<file path="config.mk">
export PLATFORM = sky130hd
export DESIGN_NAME = ccd_frame_seq
export DESIGN_NICKNAME = d
export VERILOG_FILES = /design/src/rtl/ccdseq_pkg.sv /design/src/rtl/ccdseq_hclk.sv /design/src/rtl/ccdseq_ctrl.sv /design/src/rtl/ccd_frame_seq.sv
export SDC_FILE = /design/constraint.sdc
export NUM_CORES = 1
export LEC_CHECK = 0
export BUFFER_PORTS_ARGS = -buffer_cell sky130_fd_sc_hd__buf_4
export CELL_PAD_IN_SITES_DETAIL_PLACEMENT = 1
export CELL_PAD_IN_SITES_GLOBAL_PLACEMENT = 1
export CORE_MARGIN = 2
export CORE_UTILIZATION = 45
export CTS_BUF_LIST = sky130_fd_sc_hd__clkbuf_16
export DETAILED_ROUTE_END_ITERATION = 12
export PLACE_DENSITY = 0.89
export SLEW_MARGIN = 20
export SYNTH_ARGS = -nofsm -noshare
export SYNTH_HDL_FRONTEND = slang
export SYNTH_SLANG_ARGS = --single-unit
</file>
<file path="constraint.sdc">
create_clock -name clk -period 4.33 [get_ports clk]
set_clock_uncertainty 0.1 [all_clocks]
set_input_delay 0.2165 -clock clk [delete_from_list [all_inputs] [get_ports clk]]
set_output_delay 0.2165 -clock clk [all_outputs]
set_load 0.03 [all_outputs]
</file>
<file path="src/rtl/ccdseq_pkg.sv">
package ccdseq_pkg;

    typedef enum logic [2:0] {
        ST_IDLE   = 3'd0,
        ST_CLEAR  = 3'd1,
        ST_EXPOSE = 3'd2,
        ST_HBLANK = 3'd3,
        ST_SHIFT  = 3'd4,
        ST_DONE   = 3'd5
    } seq_state_t;

    // quarter index inside a pixel period
    localparam logic [1:0] QTR_RST2 = 2'd1;
    localparam logic [1:0] QTR_RST1 = 2'd3;

endpackage

</file>
<file path="src/rtl/ccdseq_hclk.sv">
module ccdseq_hclk #(
    parameter int QTR_CYCLES = 5,
    parameter int OC_W       = 11
) (
    input  logic            clk,
    input  logic            rst_n,
    input  logic            en,
    input  logic [OC_W-1:0] npix,
    output logic            srg1,
    output logic            srg2,
    output logic            rst1,
    output logic            rst2,
    output logic            line_end
);
    import ccdseq_pkg::*;

    localparam int QW = (QTR_CYCLES > 1) ? $clog2(QTR_CYCLES) : 1;
    localparam logic [QW-1:0] Q_LAST = QW'(QTR_CYCLES - 1);

    typedef struct packed {
        logic [QW-1:0]   qc;
        logic [1:0]      sub;
        logic [OC_W-1:0] pix;
    } hclk_t;

    hclk_t h_q, h_d;
    logic  q_last;
    logic  pix_last;

    assign q_last   = (h_q.qc == Q_LAST);
    assign pix_last = (h_q.pix == npix - 1'b1);

    always_comb begin
        h_d = h_q;
        if (!en) begin
            h_d = '0;
        end else if (q_last) begin
            h_d.qc  = '0;
            h_d.sub = h_q.sub + 2'd1;
            if (h_q.sub == 2'd3) begin
                h_d.pix = pix_last ? '0 : h_q.pix + 1'b1;
            end
        end else begin
            h_d.qc = h_q.qc + 1'b1;
        end
    end

    always_ff @(posedge clk) begin
        if (!rst_n) h_q <= '0;
        else        h_q <= h_d;
    end

    assign srg1     = en && !h_q.sub[1];
    assign srg2     = en &&  h_q.sub[1];
    assign rst1     = en && (h_q.sub == QTR_RST1);
    assign rst2     = en && (h_q.sub == QTR_RST2);
    assign line_end = en && q_last && (h_q.sub == 2'd3) && pix_last;

    // reset of register 1 only while its gate is low
    a_r8_rst1_gate_low: assert property (@(posedge clk) disable iff (!rst_n)
        rst1 |-> (!srg1 && !rst2));
    // reset of register 2 only while its gate is low
    a_r8_rst2_gate_low: assert property (@(posedge clk) disable iff (!rst_n)
        rst2 |-> (!srg2 && !rst1));
    // pixel counter stays inside the sampled count
    a_r7_pix_bound: assert property (@(posedge clk) disable iff (!rst_n)
        en |-> (h_q.pix < npix));

endmodule

</file>
<file path="src/rtl/ccdseq_ctrl.sv">
module ccdseq_ctrl #(
    parameter int LINES        = 1024,
    parameter int CLR_HALF     = 50,
    parameter int EXP_LINE_CYC = 1280,
    parameter int XFER_CYC     = 20,
    parameter int GUARD_CYC    = 10,
    parameter int MIN_SERIAL   = 524,
    parameter int EXP_W        = 16,
    parameter int OC_W         = 11,
    parameter int AB_W         = 5
) (
    input  logic             clk,
    input  logic             rst_n,
    input  logic             start,
    input  logic [EXP_W-1:0] exp_lines,
    input  logic [OC_W-1:0]  overclock,
    input  logic [AB_W-1:0]  ab_pulses,
    input  logic             line_end,
    output logic             shift_en,
    output logic [OC_W-1:0]  npix,
    output logic             busy,
    output logic             frame_done,
    output logic             iag,
    output logic             abg,
    output logic             trg
);
    import ccdseq_pkg::*;

    localparam int HB_SPAN  = XFER_CYC + GUARD_CYC;
    localparam int CLR_SPAN = 2 * CLR_HALF;
    localparam int SPAN_A   = (CLR_SPAN > HB_SPAN) ? CLR_SPAN : HB_SPAN;
    localparam int CNT_SPAN = (SPAN_A > EXP_LINE_CYC) ? SPAN_A : EXP_LINE_CYC;
    localparam int CNT_W    = (CNT_SPAN > 2) ? $clog2(CNT_SPAN) : 1;
    localparam int LINE_W   = (LINES > 2) ? $clog2(LINES) : 1;

    localparam logic [CNT_W-1:0]  CLR_LAST  = CNT_W'(CLR_SPAN - 1);
    localparam logic [CNT_W-1:0]  EXP_LAST  = CNT_W'(EXP_LINE_CYC - 1);
    localparam logic [CNT_W-1:0]  HB_LAST   = CNT_W'(HB_SPAN - 1);
    localparam logic [LINE_W-1:0] LINE_LAST = LINE_W'(LINES - 1);
    localparam logic [OC_W-1:0]   OC_FLOOR  = OC_W'(MIN_SERIAL);

    typedef struct packed {
        seq_state_t       st;
        logic [CNT_W-1:0] cnt;
        logic [LINE_W-1:0] line;
        logic [EXP_W-1:0] ecnt;
        logic [EXP_W-1:0] expn;
        logic [OC_W-1:0]  oc;
        logic [AB_W-1:0]  ab;
    } ctrl_t;

    ctrl_t c_q, c_d;

    always_comb begin
        c_d = c_q;
        unique case (c_q.st)
            ST_IDLE: begin
                if (start) begin
                    c_d.st   = ST_CLEAR;
                    c_d.cnt  = '0;
                    c_d.line = '0;
                    c_d.expn = exp_lines;
                    c_d.oc   = (overclock < OC_FLOOR) ? OC_FLOOR : overclock;
                    c_d.ab   = ab_pulses;
                end
            end
            ST_CLEAR: begin
                if (c_q.cnt == CLR_LAST) begin
                    c_d.cnt = '0;
                    if (c_q.line == LINE_LAST) begin
                        c_d.line = '0;
                        c_d.ecnt = '0;
                        c_d.st   = (c_q.expn == '0) ? ST_HBLANK : ST_EXPOSE;
                    end else begin
                        c_d.line = c_q.line + 1'b1;
                    end
                end else begin
                    c_d.cnt = c_q.cnt + 1'b1;
                end
            end
            ST_EXPOSE: begin
                if (c_q.cnt == EXP_LAST) begin
                    c_d.cnt = '0;
                    if (c_q.ecnt == c_q.expn - 1'b1) c_d.st = ST_HBLANK;
                    else                             c_d.ecnt = c_q.ecnt + 1'b1;
                end else begin
                    c_d.cnt = c_q.cnt + 1'b1;
                end
            end
            ST_HBLANK: begin
                if (c_q.cnt == HB_LAST) begin
                    c_d.cnt = '0;
                    c_d.st  = ST_SHIFT;
                end else begin
                    c_d.cnt = c_q.cnt + 1'b1;
                end
            end
            ST_SHIFT: begin
                if (line_end) begin
                    if (c_q.line == LINE_LAST) begin
                        c_d.st = ST_DONE;
                    end else begin
                        c_d.line = c_q.line + 1'b1;
                        c_d.st   = ST_HBLANK;
                    end
                end
            end
            default: c_d.st = ST_IDLE;
        endcase
    end

    always_ff @(posedge clk) begin
        if (!rst_n) c_q <= '0;
        else        c_q <= c_d;
    end

    logic in_xfer;
    assign in_xfer    = (c_q.st == ST_HBLANK) && (32'(c_q.cnt) < XFER_CYC);
    assign iag        = ((c_q.st == ST_CLEAR) && (32'(c_q.cnt) < CLR_HALF)) || in_xfer;
    assign trg        = (c_q.st == ST_CLEAR) || in_xfer;
    assign abg        = (c_q.st == ST_EXPOSE) && !c_q.cnt[0] &&
                        (32'(c_q.cnt) < (32'(c_q.ab) << 1));
    assign shift_en   = (c_q.st == ST_SHIFT);
    assign npix       = c_q.oc;
    assign busy       = (c_q.st != ST_IDLE);
    assign frame_done = (c_q.st == ST_DONE);

    // a running frame never uses fewer serial clocks than the floor
    a_r9_oc_floor: assert property (@(posedge clk) disable iff (!rst_n)
        busy |-> (c_q.oc >= OC_FLOOR));
    // exposure is only entered with a nonzero count
    a_r4_expose_nonzero: assert property (@(posedge clk) disable iff (!rst_n)
        (c_q.st == ST_EXPOSE) |-> (c_q.expn != '0));
    // sampled settings hold while the frame runs
    a_r12_settings_hold: assert property (@(posedge clk) disable iff (!rst_n)
        (busy && $past(busy)) |-> ($stable(c_q.oc) && $stable(c_q.expn) && $stable(c_q.ab)));
    // antiblooming only during exposure, never next to line transfer
    a_r5_abg_alone: assert property (@(posedge clk) disable iff (!rst_n)
        abg |-> (!iag && !trg && !shift_en));

endmodule

</file>
<file path="src/rtl/ccd_frame_seq.sv">
module ccd_frame_seq #(
    parameter int LINES        = 1024,
    parameter int CLR_HALF     = 50,
    parameter int EXP_LINE_CYC = 1280,
    parameter int XFER_CYC     = 20,
    parameter int GUARD_CYC    = 10,
    parameter int QTR_CYCLES   = 5,
    parameter int MIN_SERIAL   = 524,
    parameter int EXP_W        = 16,
    parameter int OC_W         = 11,
    parameter int AB_W         = 5
) (
    input  logic             clk,
    input  logic             rst_n,
    input  logic             start_i,
    input  logic [EXP_W-1:0] exp_lines_i,
    input  logic [OC_W-1:0]  overclock_i,
    input  logic [AB_W-1:0]  ab_pulses_i,
    output logic             iag_o,
    output logic             abg_o,
    output logic             trg_o,
    output logic             srg1_o,
    output logic             srg2_o,
    output logic             rst1_o,
    output logic             rst2_o,
    output logic             busy_o,
    output logic             line_valid_o,
    output logic             frame_done_o
);

    logic            shift_en;
    logic            line_end;
    logic [OC_W-1:0] npix;

    ccdseq_ctrl #(
        .LINES(LINES), .CLR_HALF(CLR_HALF), .EXP_LINE_CYC(EXP_LINE_CYC),
        .XFER_CYC(XFER_CYC), .GUARD_CYC(GUARD_CYC), .MIN_SERIAL(MIN_SERIAL),
        .EXP_W(EXP_W), .OC_W(OC_W), .AB_W(AB_W)
    ) u_ctrl (
        .clk(clk), .rst_n(rst_n), .start(start_i),
        .exp_lines(exp_lines_i), .overclock(overclock_i), .ab_pulses(ab_pulses_i),
        .line_end(line_end), .shift_en(shift_en), .npix(npix),
        .busy(busy_o), .frame_done(frame_done_o),
        .iag(iag_o), .abg(abg_o), .trg(trg_o)
    );

    ccdseq_hclk #(
        .QTR_CYCLES(QTR_CYCLES), .OC_W(OC_W)
    ) u_hclk (
        .clk(clk), .rst_n(rst_n), .en(shift_en), .npix(npix),
        .srg1(srg1_o), .srg2(srg2_o), .rst1(rst1_o), .rst2(rst2_o),
        .line_end(line_end)
    );

    assign line_valid_o = shift_en;

    // no vertical transfer or antiblooming while pixels shift
    a_r10_shift_isolated: assert property (@(posedge clk) disable iff (!rst_n)
        line_valid_o |-> (!iag_o && !trg_o && !abg_o));
    // serial gates in antiphase during a shift period
    a_r7_antiphase: assert property (@(posedge clk) disable iff (!rst_n)
        line_valid_o |-> (srg1_o != srg2_o));
    // frame-done is a single cycle followed by idle
    a_r11_done_pulse: assert property (@(posedge clk) disable iff (!rst_n)
        frame_done_o |=> (!frame_done_o && !busy_o));
    // busy cannot drop before the frame-done cycle
    a_r2_busy_hold: assert property (@(posedge clk) disable iff (!rst_n)
        (busy_o && !frame_done_o) |=> busy_o);
    // serial gates silent outside a shift period
    a_r1_serial_quiet: assert property (@(posedge clk) disable iff (!rst_n)
        !line_valid_o |-> (!srg1_o && !srg2_o && !rst1_o && !rst2_o));

endmodule

</file>
==> Word-level counts from Yosys, hierarchy flattened <==
Index checks and enable logic that the tools add are counted.
{ "op_classes": {"add_sub_neg": 8, "multipliers": 0, "div_mod_pow": 0, "magnitude_cmp": 4, "eq_ne": 23, "n_shift": 0, "muxes": 25, "bitwise_logic": 2, "n_reduce_logical": 29} }
{ "op_table": {"columns": ["op", "count"], "rows": [
  ["two-way mux 11 bit", 5],
  ["two-way mux 16 bit", 3],
  ["one-hot mux 11 bit (4 select lines)", 1],
  ["one-hot mux 16 bit (2 select lines)", 1],
  ["two-way mux 10 bit", 3],
  ["one-hot mux 10 bit (3 select lines)", 1],
  ["two-way mux 26 bit", 1],
  ["two-way mux 24 bit", 1],
  ["adder 11 x 1 -> 11 bit, second input constant", 2],
  ["two-way mux 3 bit", 7],
  ["adder 16 x 1 -> 16 bit, second input constant", 1],
  ["equality test 16 bit", 1],
  ["zero test 16 bit", 1],
  ["subtractor 16 x 1 -> 16 bit, second input constant", 1],
  ["one-hot mux 3 bit (5 select lines)", 1],
  ["equality test 11 bit", 1],
  ["equality test 11 bit, second input constant", 1],
  ["equality test 11 x 5 -> 1 bit, second input constant", 1],
  ["equality test 11 x 7 -> 1 bit, second input constant", 1],
  ["logical AND 1 bit", 11],
  ["less-than comparator 11 x 10 -> 1 bit, second input constant", 1],
  ["less-than comparator 11 x 5 -> 1 bit, second input constant", 1],
  ["less-than comparator 11 x 6 -> 1 bit", 1],
  ["less-than comparator 11 x 6 -> 1 bit, second input constant", 1],
  ["other kinds (24)", 42]
]} }
{ "totals": {"regBits": 88, "latchBits": 0, "ramBits": 0, "rom_bits": 0, "in_bits": 35, "n_memories": 0} }

==> Depth between registers and ports, before layout <==
Gate-level depths: netlist (run 1).
{ "logic_depth": {"ltp_word": 6, "depth_mapped": 12, "ltp_nobuf": 10} }

==> Modules after synthesis <==
Synthesis (run 1) repeated with hierarchy kept, for this count alone.
{ "unflattened": {"hier_cells": 672, "hier_area_um2": 5486.5} }
{ "by_module_without_submodules": {"columns": ["mod", "instances", "cells_each", "area_per_inst_um2"], "rows": [
  ["ccdseq_ctrl", 1, 526, 4302.9],
  ["ccdseq_hclk", 1, 146, 1183.6]
]} }

==> Least setup slack after synthesis (run 1) <==
OpenSTA, ideal clock, no wires.
{ "synth_timing": {"kind": "reg2reg", "from": "register u_ctrl.c_q[16] (netlist bit)", "to": "register u_ctrl.c_q[46] (netlist bit)", "setup_time_ns": 0.070, "t_arrival_ns": 2.859, "setup_slack_ns": 1.301, "stages_incl_launch_ff": 12, "n_path_buf": 1, "synth_period_minus_slack_ns": 3.029, "cell_sequence": "dfxtp_1 inv_1 ha_1 or4b_2 clkbuf_1 nor4_1 mux2_2 o221ai_2 o21a_1 o21ai_2 or4_1 a21oi_1"} }
{ "synth_between": {"elab_chain_len": 4} }
{ "synth_lines": {"columns": ["element", "line", "source"], "rows": [
  ["from (decl)", "ccdseq_ctrl.sv:52", "ctrl_t c_q, c_d;"],
  ["from (signal assigned)", "ccdseq_ctrl.sv:113", "if (!rst_n) c_q <= '0;"],
  ["from (signal assigned)", "ccdseq_ctrl.sv:114", "else c_q <= c_d;"],
  ["subtractor 16 x 1 -> 16 bit", "ccdseq_ctrl.sv:84", "if (c_q.ecnt == c_q.expn - 1'b1) c_d.st = ST_HBLANK;"],
  ["equality test 16 bit", "ccdseq_ctrl.sv:84", null],
  ["!= test 2 bit (no line)", null, null],
  ["AND reduction 5 bit (no line)", null, null]
]} }
No other way between the ends.
A chain may end at the register's enable or synchronous reset.

==> Final worst setup path (run 1) <==
Ends and elaborated chain as after synthesis.

==> results of run 1 <==
## synth_stat cells (3+ instances only)
cell / number
dfxtp_1: 88
nand2_1: 82
nor2_1: 51
a21boi_0: 29
a21oi_1: 29
xnor2_1: 29
o21ai_0: 27
clkbuf_1: 24
nor3_1: 23
inv_1: 21
xor2_1: 21
nand3_1: 20
nor2b_1: 20
or3_1: 16
ha_1: 15
and3_1: 14
nor4_1: 14
or4_1: 13
nand2b_1: 12
a22oi_1: 7
nand4_1: 7
o211ai_1: 7
or2_2: 7
mux2i_1: 6
nor3b_1: 6
o31ai_1: 6
a211oi_1: 4
and2_1: 4
nand3b_1: 4
o21ai_2: 4
o22ai_1: 4
a31oi_1: 3
buf_6: 3
o211a_1: 3
o21a_1: 3
or4_4: 3
## registers in the layout, indices dropped and copies added (netlist names)
register / flops
u_ctrl.npix: 11
u_ctrl.c_q: 61
u_hclk.h_q: 16
## stage by stage
| step | instance area, µm² | std cells | setup WS, ns | utilization, % |
|---|---|---|---|---|
| global route | 6050 | 842 | 0.738 | 52.6 |
| floorplan | 5350 | 667 | 1.30 | - |
| global placement | 5720 | 826 | 1.16 | 49.7 |
| finish | 6050 | 842 | 0.925 | 52.6 |
| detailed placement | 5720 | 826 | 0.952 | 49.7 |
| CTS | 6050 | 842 | 0.940 | 52.6 |
## worst register-to-register path, delay by kind of cell, from the launching register on
kind	cells	cell delay [ns]
compound gates	4	0.62
buf+inv	1	0.08
flops	1	0.37
simple gates	3	1.51
mux	1	0.38
fa+ha+maj	1	0.26
## routing by layer
metal	routed length, µm	up-vias	global-route usage, %
met1	6480	2514	27.6
li1	-	2442	-
met3	377	26	3.37
met2	8320	74	48.3
met5	0	-	0
met4	324	0	10.6
## cell families after synthesis
family,count (synthesis),synth area share [%]
mux,7,1.33
xor+xnor,51,8.61
fa+ha+maj,15,3.51
buf+inv,53,4.63
simple gates,304,29.8
flops,88,32.9
compound gates,149,19.2
## placed cells by master, fill, tap and decap left out, types with 4 or more instances in the layout
cell type,instances
o21ai_2,4
o31ai_1,6
and3_1,14
a21boi_0,29
or3_1,16
clkbuf_16,9
a22oi_1,7
xor2_1,21
ha_1,15
o22ai_1,4
nor2_1,51
nor2b_1,20
a211oi_1,4
o211ai_1,7
or2_2,7
dfxtp_1,88
nor3b_1,6
or4_1,13
nor3_1,23
nor4_1,14
and2_1,4
nand3b_1,4
nand2b_1,12
a21oi_1,29
nand3_1,20
buf_4,48
nand2_1,82
o21ai_0,27
inv_1,22
nand4_1,7
xnor2_1,29
mux2i_1,6
## worst min path at each step
stage / depth (start not counted) / to / startpoint / slack, ns
after floorplan: 2 / u_ctrl.npix[2]$_SDFFE_PN0P_ / overclock_i[2] / 0.24
after global placement: 2 / u_ctrl.c_q[1]$_SDFFE_PN0P_ / u_ctrl.c_q[1]$_SDFFE_PN0P_ / 0.35
after detailed placement: 2 / u_ctrl.c_q[2]$_SDFFE_PN0P_ / u_ctrl.c_q[2]$_SDFFE_PN0P_ / 0.37
after CTS: 3 / u_ctrl.npix[3]$_SDFFE_PN0P_ / overclock_i[3] / 0.008
after global routing: 3 / u_ctrl.npix[3]$_SDFFE_PN0P_ / overclock_i[3] / 0.02
final: 3 / u_ctrl.c_q[21]$_SDFFE_PN0P_ / exp_lines_i[5] / 0.02
## cell type report
class                      instances  area, µm²  share of cell area [%]
clock buffer                       9        225                    3.72
clock inverter                     7        110                    1.82
inverter                          21       78.8                    1.30
multi-input combinational        526       3340                    55.2
sequential                        88       1760                    29.1
tap                              143        179                    2.96
timing repair buffer              48        360                    5.95
## power by group through the flow
stage          Clock (mW)  Sequential (mW)  Combinational [mW]
2_1_floorplan           0            0.901               0.426
3_3_place_gp            0            0.929               0.516
3_5_place_dp            0            0.934               0.546
4_1_cts             0.920            0.916               0.559
5_1_grt             0.947            0.924               0.620
6_report            0.905            0.917               0.558
==> reports/summary.txt, run 1 <==
Pint - 1.63 mW
CP Class - reg -> reg
fillcell total - 1442
vias in the first global route - 5370
Crit Reg-Reg Endpoint - u_ctrl.c_q[46]$_SDFFE_PN0P_
root buffer cell - clkbuf_16
Clock Pin Slew Worst Setup and Hold Paths - 0.07 ns
Primary FF master, synth - dfxtp_1
combinational share of power - 23.4%
Max Slew Vio Count - 0
PwrDens - 393 nW/µm²
number of port buffers - 44
Worst-Skew Late Latency - 0.36 ns
Die Ht - 113 µm
Rows - 39
min Tclk post-route - 3.41 ns
DR iter-0 viols - 263
vias after detailed routing - 5056
Worst Path Arrival - 3.60 ns
Post-Syn Area per Cell - 8.02 µm²
TritonCTS clock tree - yes
# diodes - 0
Post-DRT Antenna Nets - 0
CP bufs+invs - 1
worst reg2reg path depth - 10
Area contributors post-synth - dfxtp_1, nand2_1, xnor2_1, a21boi_0, nor2_1
Post-synth EDFFs - 0
via-per-instance ratio - 6.00
slowest cell on the critical path - or4b_2
Leakage - 2.22 nW
post-synthesis cell type count - 68
Max stage delay on crit path - 0.70 ns
Worst setup SP type - flop
total negative slack - 0 ns
Synth warnings - 0
Syn Inst Count - 667
wire length per cell - 18.4 µm
Final Hold Viols - 0
largest fanout on the critical path - 14
Post-Syn Nets - 717
GP Congestion - 0.866
CP required - 4.52 ns
worst min-delay path class - in -> reg
initial core utilization - 46.4%
failing checks - DRC
WL final - 15500 µm
total design power - 2.38 mW
P_sw - 0.748 mW
total CTS buffers - 9
die area - 12800 µm²
crit-path leading delay family - simple AND/OR/NAND/NOR gates
Die Wd - 113 µm
crit path launch - u_ctrl.c_q[16]$_SDFFE_PN0P_
RSZ-0062 raised after global routing - no
worst hold slack - 0.0161 ns
Post-Syn Area - 5350 µm²
clock share of power - 38.0%
crit path capture type - flop
initial antenna violation count - 0
sequential-to-total area share from yosys stat - 32.9%
Net Sw Frac - 31.4%
Critical Path, Cell by Cell - inv_1 > ha_1 > or4b_2 > nor4_1 > mux2_2 > o221ai_2 > o21a_1 > o21ai_2 > or4_1 > a21oi_1
CTS sink cnt - 88
status - finished with violations
first-pass GRT wire length - 26100 µm
dpl hpwl - 11000 µm
dominant cell type by area after synthesis - dfxtp_1
GR Overflow Total - 0
hold-fix buffers at CTS - 0
Initial DRT Pass Iterations - 8
H-tree Lvls - 3
ys async rst share - 0%
Synth top area share - 32.9%
Post-CTS Resized - 0
final worst path period share - 78.6%
core area - 11500 µm²
number of synthesized register bits - 88
Post-route DRC - 1
Max-cap violations - 0
Final setup viols - 0
Worst Max-Slew Pin Slew - 0.849 ns
VDD IR max - 226 µV
area delta synth->final - 13.2%
CP endpoint - u_ctrl.c_q[46]$_SDFFE_PN0P_
largest net degree at the start of global routing - 57
worst r2r src - u_ctrl.c_q[16]$_SDFFE_PN0P_
worst rel slew slack - 41.9%
CP Depth - 10
nets - 744
IO Count - 45
Reg power frac - 38.5%
Peak Freq - 0.294 GHz
reg2reg setup slack - 0.92 ns
layout cells sized above 1 - 12.3%
Bufs on Longest Clock Path - 2
postcts setup bufs - 0
global-route usage over all layers - 25.2%
(Power assumes the default switching activity.)
==> inputs of run 2 (changes only) <==
--- a/config.mk
+++ b/config.mk
@@ -5,14 +5,15 @@
 export SDC_FILE = /design/constraint.sdc
 export NUM_CORES = 1
 export LEC_CHECK = 0
+export ABC_AREA = 1
 export BUFFER_PORTS_ARGS = -buffer_cell sky130_fd_sc_hd__buf_4
 export CELL_PAD_IN_SITES_DETAIL_PLACEMENT = 1
 export CELL_PAD_IN_SITES_GLOBAL_PLACEMENT = 1
 export CORE_MARGIN = 2
-export CORE_UTILIZATION = 45
+export CORE_UTILIZATION = 39
 export CTS_BUF_LIST = sky130_fd_sc_hd__clkbuf_16
 export DETAILED_ROUTE_END_ITERATION = 12
-export PLACE_DENSITY = 0.89
+export PLACE_DENSITY = 0.86
 export SLEW_MARGIN = 20
 export SYNTH_ARGS = -nofsm -noshare
 export SYNTH_HDL_FRONTEND = slang
==> constraint.sdc (replaced) <==
create_clock -name clk -period 2.88 [get_ports clk]
set_clock_uncertainty 0.1 [all_clocks]
set_input_delay 0.144 -clock clk [delete_from_list [all_inputs] [get_ports clk]]
set_output_delay 0.144 -clock clk [all_outputs]
set_load 0.03 [all_outputs]
==> run 2 against run 1 <==
The flow finishes with violations (hold timing). Die area grew 22%. Clock power grew 70%. Non-clock buffer count grew 18. Cell count rose by 34%. Via count increased by 15%. Global-route usage is 2.3 points lower. Register-to-register slack lost 0.60 ns. Combinational power increased to 4.5 times the previous value. First-iteration DRC count is 22% higher. Fmax grew 33%. Largest cell class unchanged.
==> reports/summary.txt, run 2 <==
Worst Max-Slew Pin Slew - 0.534 ns (-0.315 ns)
worst rel slew slack - 64.2% (+22 points)
Crit Reg-Reg Endpoint - u_ctrl.c_q[57]$_SDFFE_PN0P_
global-route usage over all layers - 22.9% (-2.3 points)
Post-Syn Nets - 933 (+30%)
total CTS buffers - 9 (unchanged)
Max Slew Vio Count - 0 (unchanged)
layout cells sized above 1 - 12.1% (-0.25 points)
Primary FF master, synth - dfxtp_1
initial core utilization - 39.5% (-6.9 points)
Rows - 44 (+13%)
max reg flops - 61 (unchanged)
Initial DRT Pass Iterations - 4 (-4)
Min-Delay Endpoint - u_ctrl.c_q[22]$_SDFFE_PN0P_
top-count cell post-synth - nand2_1
root buffer cell - clkbuf_16
Post-synth EDFFs - 0 (unchanged)
via-per-instance ratio - 5.15 (-14%)
Worst setup SP type - flop
GP Congestion - 0.859 (-0.79%)
most instantiated cells after synthesis - nand2_1, nor2_1, inv_1
fin area - 6770 µm² (+12%)
Peak Freq - 0.392 GHz (+33%)
CP required - 3.05 ns (-1.47 ns)
final worst path period share - 88.7% (+10 points)
Syn Inst Count - 883 (+32%)
WL final - 17500 µm (+13%)
failing checks - hold timing
worst hold slack - -0.000435 ns (-0.0166 ns)
sequential-to-total area share from yosys stat - 30.9% (-2.0 points)
die area - 15600 µm² (+22%)
first-pass GRT wire length - 29200 µm (+12%)
H-tree Lvls - 3 (unchanged)
wire length per cell - 15.5 µm (-16%)
vias in the first global route - 5993 (+12%)
Final Worst Setup Slack - 0.327 ns (-0.598 ns)
Synth top area share - 30.9% (-2.0 points)
Post-Syn Area - 5700 µm² (+6.6%)
reg2reg setup slack - 0.33 ns (-0.60 ns)
IO Count - 45 (unchanged)
largest net degree at the start of global routing - 43 (-25%)
core area - 14400 µm² (+25%)
worst reg2reg path depth - 13 (+3)
min Tclk post-route - 2.55 ns (-0.852 ns)
Synth warnings - 0 (unchanged)
CTS sink cnt - 88 (unchanged)
total negative slack - 0 ns (unchanged)
Post-Syn Area per Cell - 6.46 µm² (-19%)
dpl hpwl - 12900 µm (+17%)
number of port buffers - 44 (unchanged)
initial antenna violation count - 0 (unchanged)
area post-placement - 6230 µm² (+9.0%)
Final Hold Viols - 1 (+1)
Post-DRT Antenna Nets - 0 (unchanged)
min-delay src - exp_lines_i[6]
Clock Pin Slew Worst Setup and Hold Paths - 0.07 ns (about the same)
largest fanout on the critical path - 14 (unchanged)
Util after Layout - 46.9% (-5.7 points)
GR Overflow Total - 0 (unchanged)
vias after detailed routing - 5823 (+15%)
pre-CTS WS - 0.313 ns (-0.639 ns)
Die Ht - 125 µm (+11%)
Post-route DRC - 0 (-1)
crit path capture type - flop
Worst Path Arrival - 2.73 ns (-0.87 ns)
Die Wd - 125 µm (+11%)
CP Class - reg -> reg
Worst-Skew Late Latency - 0.35 ns (about the same)
DP Cell Count - 1099 (+33%)
most frequent cells in the layout - nand2_1, nor2_1, inv_1
Leakage - 2.79 nW (+26%)
Max-cap violations - 0 (unchanged)
post-synthesis cell type count - 47 (-31%)
# diodes - 0 (unchanged)
nets - 991 (+33%)
DR iter-0 viols - 321 (+22%)
status - finished with violations
number of synthesized register bits - 88 (unchanged)
fin cells - 1130 (+34%)
TritonCTS clock tree - yes
Hold Path Stages - 3 (unchanged)
ys async rst share - 0% (unchanged)
most common cell after layout, fill and taps aside - nand2_1
VDD IR max - 534 µV (+140%)
Bufs on Longest Clock Path - 2 (unchanged)
Area contributors post-synth - dfxtp_1, nand2_1, nor2_1, inv_1, a21oi_1
dominant cell type by area after synthesis - dfxtp_1
RSZ-0062 raised after global routing - no
area delta synth->final - 18.7%
total design power - 5.62 mW (+140%)
Largest Register - u_ctrl.c_q
worst r2r src - u_ctrl.npix[0]$_SDFFE_PN0P_
worst min-delay path class - in -> reg
Final setup viols - 0 (unchanged)
PwrDens - 831 nW/µm² (+110%)
==> run 2: cell types whose count changed in the layout (fill, tap and decap cells not counted), sizes merged, moves of 20 or more <==
cell,change
nand3,+45
nor2b,-20
nand2,+145
a21boi,-28
a21oi,+41
nor2,+84
inv,+91
==> run 2: cell families after synthesis <==
logic type	count (synthesis)	share of synthesized area, %
compound gates	135	12.9
xor+xnor	42	6.69
fa+ha+maj	15	3.29
buf+inv	136	9.37
flops	88	30.9
simple gates	467	36.8
==> run 2: metal layers <==
layer	GRT usage, %	vias up	wire length (µm)
met1	28.1	2768	7880
met3	3.44	41	496
met2	40.3	78	8580
met5	0	-	0
li1	-	2936	-
met4	9.41	0	575
==> run 2: worst max-delay path by stage <==
stage / start / end / slack (ns)
floorplan: u_ctrl.c_q[16]$_SDFFE_PN0P_ / u_ctrl.c_q[35]$_SDFFE_PN0P_ / 0.82
global placement: u_ctrl.npix[0]$_SDFFE_PN0P_ / u_ctrl.c_q[48]$_SDFFE_PN0P_ / 0.34
detailed placement: u_ctrl.npix[0]$_SDFFE_PN0P_ / u_ctrl.c_q[48]$_SDFFE_PN0P_ / 0.31
CTS: u_ctrl.npix[0]$_SDFFE_PN0P_ / u_ctrl.c_q[48]$_SDFFE_PN0P_ / 0.28
global route: u_ctrl.npix[0]$_SDFFE_PN0P_ / u_ctrl.c_q[49]$_SDFFE_PN0P_ / 0.02
finish: u_ctrl.npix[0]$_SDFFE_PN0P_ / u_ctrl.c_q[57]$_SDFFE_PN0P_ / 0.33
==> run 2: timing repair <==
item	CTS	global route
endpoints found under the setup margin	0	5
gates resized for setup	0	2
buffers inserted	0	1
hold endpoints to repair	14	0
hold buffers	14	0
==> run 2: final cells by class <==
cell class                      count  area (µm²)
Fill cell                        1936        7660
Clock inverter                      7         158
Inverter                          117         442
Multi-Input combinational cell    659        3410
Timing Repair Buffer               66         543
Tap cell                          184         230
Clock buffer                        9         225
Sequential cell                    88        1760
==> run 2: power breakdown <==
part	switching, mW	total (mW)	internal, mW	leakage (nW)
sequential	0.173	1.56	1.38	0.717
combinational	1.71	2.53	0.813	1.89
clock	0.521	1.54	1.02	0.185
==> run 2: critical path, stage by stage, from the launching register on <==
cell	delay, ns
dfxtp_1	0.31
inv_1	0.12
ha_1	0.23
nand2_2	0.11
nor2_2	0.13
nand2_1	0.08
nor2_1	0.16
xor2_1	0.24
nand4_1	0.21
nand2_2	0.16
nand3_4	0.20
inv_4	0.16
o21ai_1	0.08
a21oi_1	0.17
==> inputs of run 3 (changes only) <==
--- a/config.mk
+++ b/config.mk
@@ -5,12 +5,10 @@
 export SDC_FILE = /design/constraint.sdc
 export NUM_CORES = 1
 export LEC_CHECK = 0
-export ABC_AREA = 1
 export BUFFER_PORTS_ARGS = -buffer_cell sky130_fd_sc_hd__buf_4
 export CELL_PAD_IN_SITES_DETAIL_PLACEMENT = 1
 export CELL_PAD_IN_SITES_GLOBAL_PLACEMENT = 1
-export CORE_MARGIN = 2
-export CORE_UTILIZATION = 39
+export CORE_UTILIZATION = 41
 export CTS_BUF_LIST = sky130_fd_sc_hd__clkbuf_16
 export DETAILED_ROUTE_END_ITERATION = 12
 export PLACE_DENSITY = 0.86
==> run 3 against run 2 <==
The run ends with setup timing left. Clock power down 20%. Wire length up 14%. Die area down 13%.
==> reports/summary.txt, run 3 (synthesis gave the netlist of run 1 again) <==
status - finished with violations
failing checks - setup timing
crit path capture type - flop
Post-DRT Antenna Nets - 0 (unchanged)
DR iter-0 viols - 337 (+5.0%)
max reg flops - 61 (unchanged)
DP Cell Count - 894 (-19%)
number of port buffers - 44 (unchanged)
# diodes - 0 (unchanged)
core area - 12700 µm² (-12%)
Die Wd - 116 µm (-7.0%)
fin area - 7040 µm² (+4.1%)
dpl hpwl - 12200 µm (-5.5%)
RSZ-0062 raised after global routing - yes
Die Ht - 116 µm (-7.0%)
crit-path leading delay family - simple AND/OR/NAND/NOR gates
GP Congestion - 0.874 (+1.8%)
Post-route DRC - 0 (unchanged)
initial core utilization - 42.2% (+2.7 points)
vias after detailed routing - 5749 (-1.3%)
Critical Path, Cell by Cell - nor3b_1 > mux2i_1 > o31ai_2 > o21ai_2 > nor4_4 > o21ai_4 > buf_6 > or3_1 > a21oi_1
most common cell after layout, fill and taps aside - buf_4
GR Overflow Total - 0 (unchanged)
Bufs on Longest Clock Path - 2 (unchanged)
Multi-input gate area - 3620 µm² (+6.2%)
first-pass GRT wire length - 30700 µm (+4.9%)
reg2reg setup slack - -0.08 ns (-0.41 ns)
Hold Path Stages - 3 (unchanged)
root buffer cell - clkbuf_16
min-delay src - overclock_i[9]
initial antenna violation count - 0 (unchanged)
nets - 824 (-17%)
H-tree Lvls - 3 (unchanged)
wire length per cell - 21.1 µm (+36%)
worst rel slew slack - 56.9% (-7.3 points)
Worst-Skew Late Latency - 0.36 ns (about the same)
Largest Register - u_ctrl.c_q
final worst path period share - 103% (+14 points)
area delta synth->final - 31.6%
Max stage delay on crit path - 0.53 ns (+0.22 ns)
register area - 1770 µm² (+0.43%)
Final Worst Setup Slack - -0.0813 ns (-0.408 ns)
vias in the first global route - 6150 (+2.6%)
PwrDens - 543 nW/µm² (-35%)
via-per-instance ratio - 6.05 (+17%)
Worst Max-Slew Pin Slew - 0.644 ns (+0.110 ns)
largest fanout on the critical path - 7 (-7)
VDD IR max - 300 µV (-44%)
TritonCTS clock tree - yes
Final setup viols - 9 (+9)
worst reg2reg path depth - 9 (-4)
most frequent cells in the layout - buf_4, nand2_1, dfxtp_1
die area - 13500 µm² (-13%)
CTS sink cnt - 88 (unchanged)
slowest cell on the critical path - dfxtp_1
Peak Freq - 0.338 GHz (-14%)
Min-Delay Endpoint - u_ctrl.npix[9]$_SDFFE_PN0P_
IO Count - 45 (unchanged)
Rows - 41 (-6.8%)
CP required - 3.08 ns (+0.03 ns)
Crit Reg-Reg Endpoint - u_ctrl.c_q[57]$_SDFFE_PN0P_
Worst setup SP type - flop
fin cells - 951 (-16%)
layout cells sized above 1 - 24.8% (+13 points)
Max-cap violations - 0 (unchanged)
fillcell total - 1522 (-21%)
worst r2r src - u_hclk.h_q[8]$_SDFFE_PN0P_
Final Hold Viols - 0 (-1)
Clock Pin Slew Worst Setup and Hold Paths - 0.07 ns (about the same)
Max Slew Vio Count - 0 (unchanged)
Worst Path Arrival - 3.16 ns (+0.43 ns)
CP bufs+invs - 1 (-1)
pre-CTS WS - -0.135 ns (-0.448 ns)
CP Class - reg -> reg
worst min-delay path class - in -> reg
global-route usage over all layers - 29.7% (+6.7 points)
Leakage - 2.62 nW (-6.3%)
WL final - 20100 µm (+14%)
area post-placement - 6080 µm² (-2.4%)
Initial DRT Pass Iterations - 5 (+1)
min Tclk post-route - 2.96 ns (+0.408 ns)
largest net degree at the start of global routing - 57 (+33%)
total design power - 3.82 mW (-32%)
total CTS buffers - 9 (unchanged)
worst hold slack - 0.0751 ns (+0.0756 ns)
## run 3: worst max-delay path by stage
stage                                     start                           to  slack (ns)  cells past startpoint
finish               u_hclk.h_q[8]$_SDFFE_PN0P_  u_ctrl.c_q[57]$_SDFFE_PN0P_       -0.08                      9
global route        u_ctrl.npix[0]$_SDFFE_PN0P_  u_ctrl.c_q[57]$_SDFFE_PN0P_       -0.17                     12
CTS                 u_ctrl.npix[0]$_SDFFE_PN0P_  u_ctrl.c_q[57]$_SDFFE_PN0P_       -0.02                     11
detailed placement  u_ctrl.npix[1]$_SDFFE_PN0P_  u_ctrl.c_q[53]$_SDFFE_PN0P_       -0.13                     10
global placement    u_ctrl.npix[1]$_SDFFE_PN0P_  u_ctrl.c_q[53]$_SDFFE_PN0P_        0.02                     10
floorplan           u_ctrl.c_q[17]$_SDFFE_PN0P_  u_ctrl.c_q[46]$_SDFFE_PN0P_       -0.01                     11
## run 3: metal layers
metal | GRT usage, % | up-vias | wire, µm
met5 | 0 | - | 0
met4 | 14.5 | 0 | 1040
met3 | 6.90 | 82 | 835
met2 | 55.8 | 196 | 10400
met1 | 30.8 | 2873 | 7790
li1 | - | 2598 | -
## run 3: cell type report
class                           count  area share [%]
Timing Repair Buffer              128            15.0
Sequential cell                    88            25.1
Multi-Input combinational cell    526            51.4
Clock buffer                        9            3.20
Inverter                           21            1.12
Clock inverter                      7            1.14
Tap cell                          172            3.06
## run 3: power by group
group          switching (mW)  internal, mW
Clock                   0.550         0.681
Combinational           0.707         0.523
Sequential             0.0800          1.28
Total                    1.34          2.49
## run 3: timing repair
action                                  CTS  global route
endpoints found under the setup margin   15            43
buffers inserted                          6             4
resized for setup                        15            52
hold buffers                             29             2
pin swaps                                13            25
endpoints found under the hold margin    29             2
## run 3: worst register-to-register path: stages, from the launching register on
cell	delay, ns
dfxtp_1	0.53
nor3b_1	0.50
mux2i_1	0.25
o31ai_2	0.36
o21ai_2	0.16
nor4_4	0.26
o21ai_4	0.12
buf_6	0.15
or3_1	0.36
a21oi_1	0.12
## run 3: stage by stage
step / setup TNS [ns] / util (%)
global route: -2.36 / 55.6
global placement: 0 / 48.0
detailed placement: -0.334 / 48.0
finish: -0.417 / 55.6
CTS: -0.0169 / 53.5
floorplan: -0.0102 / -
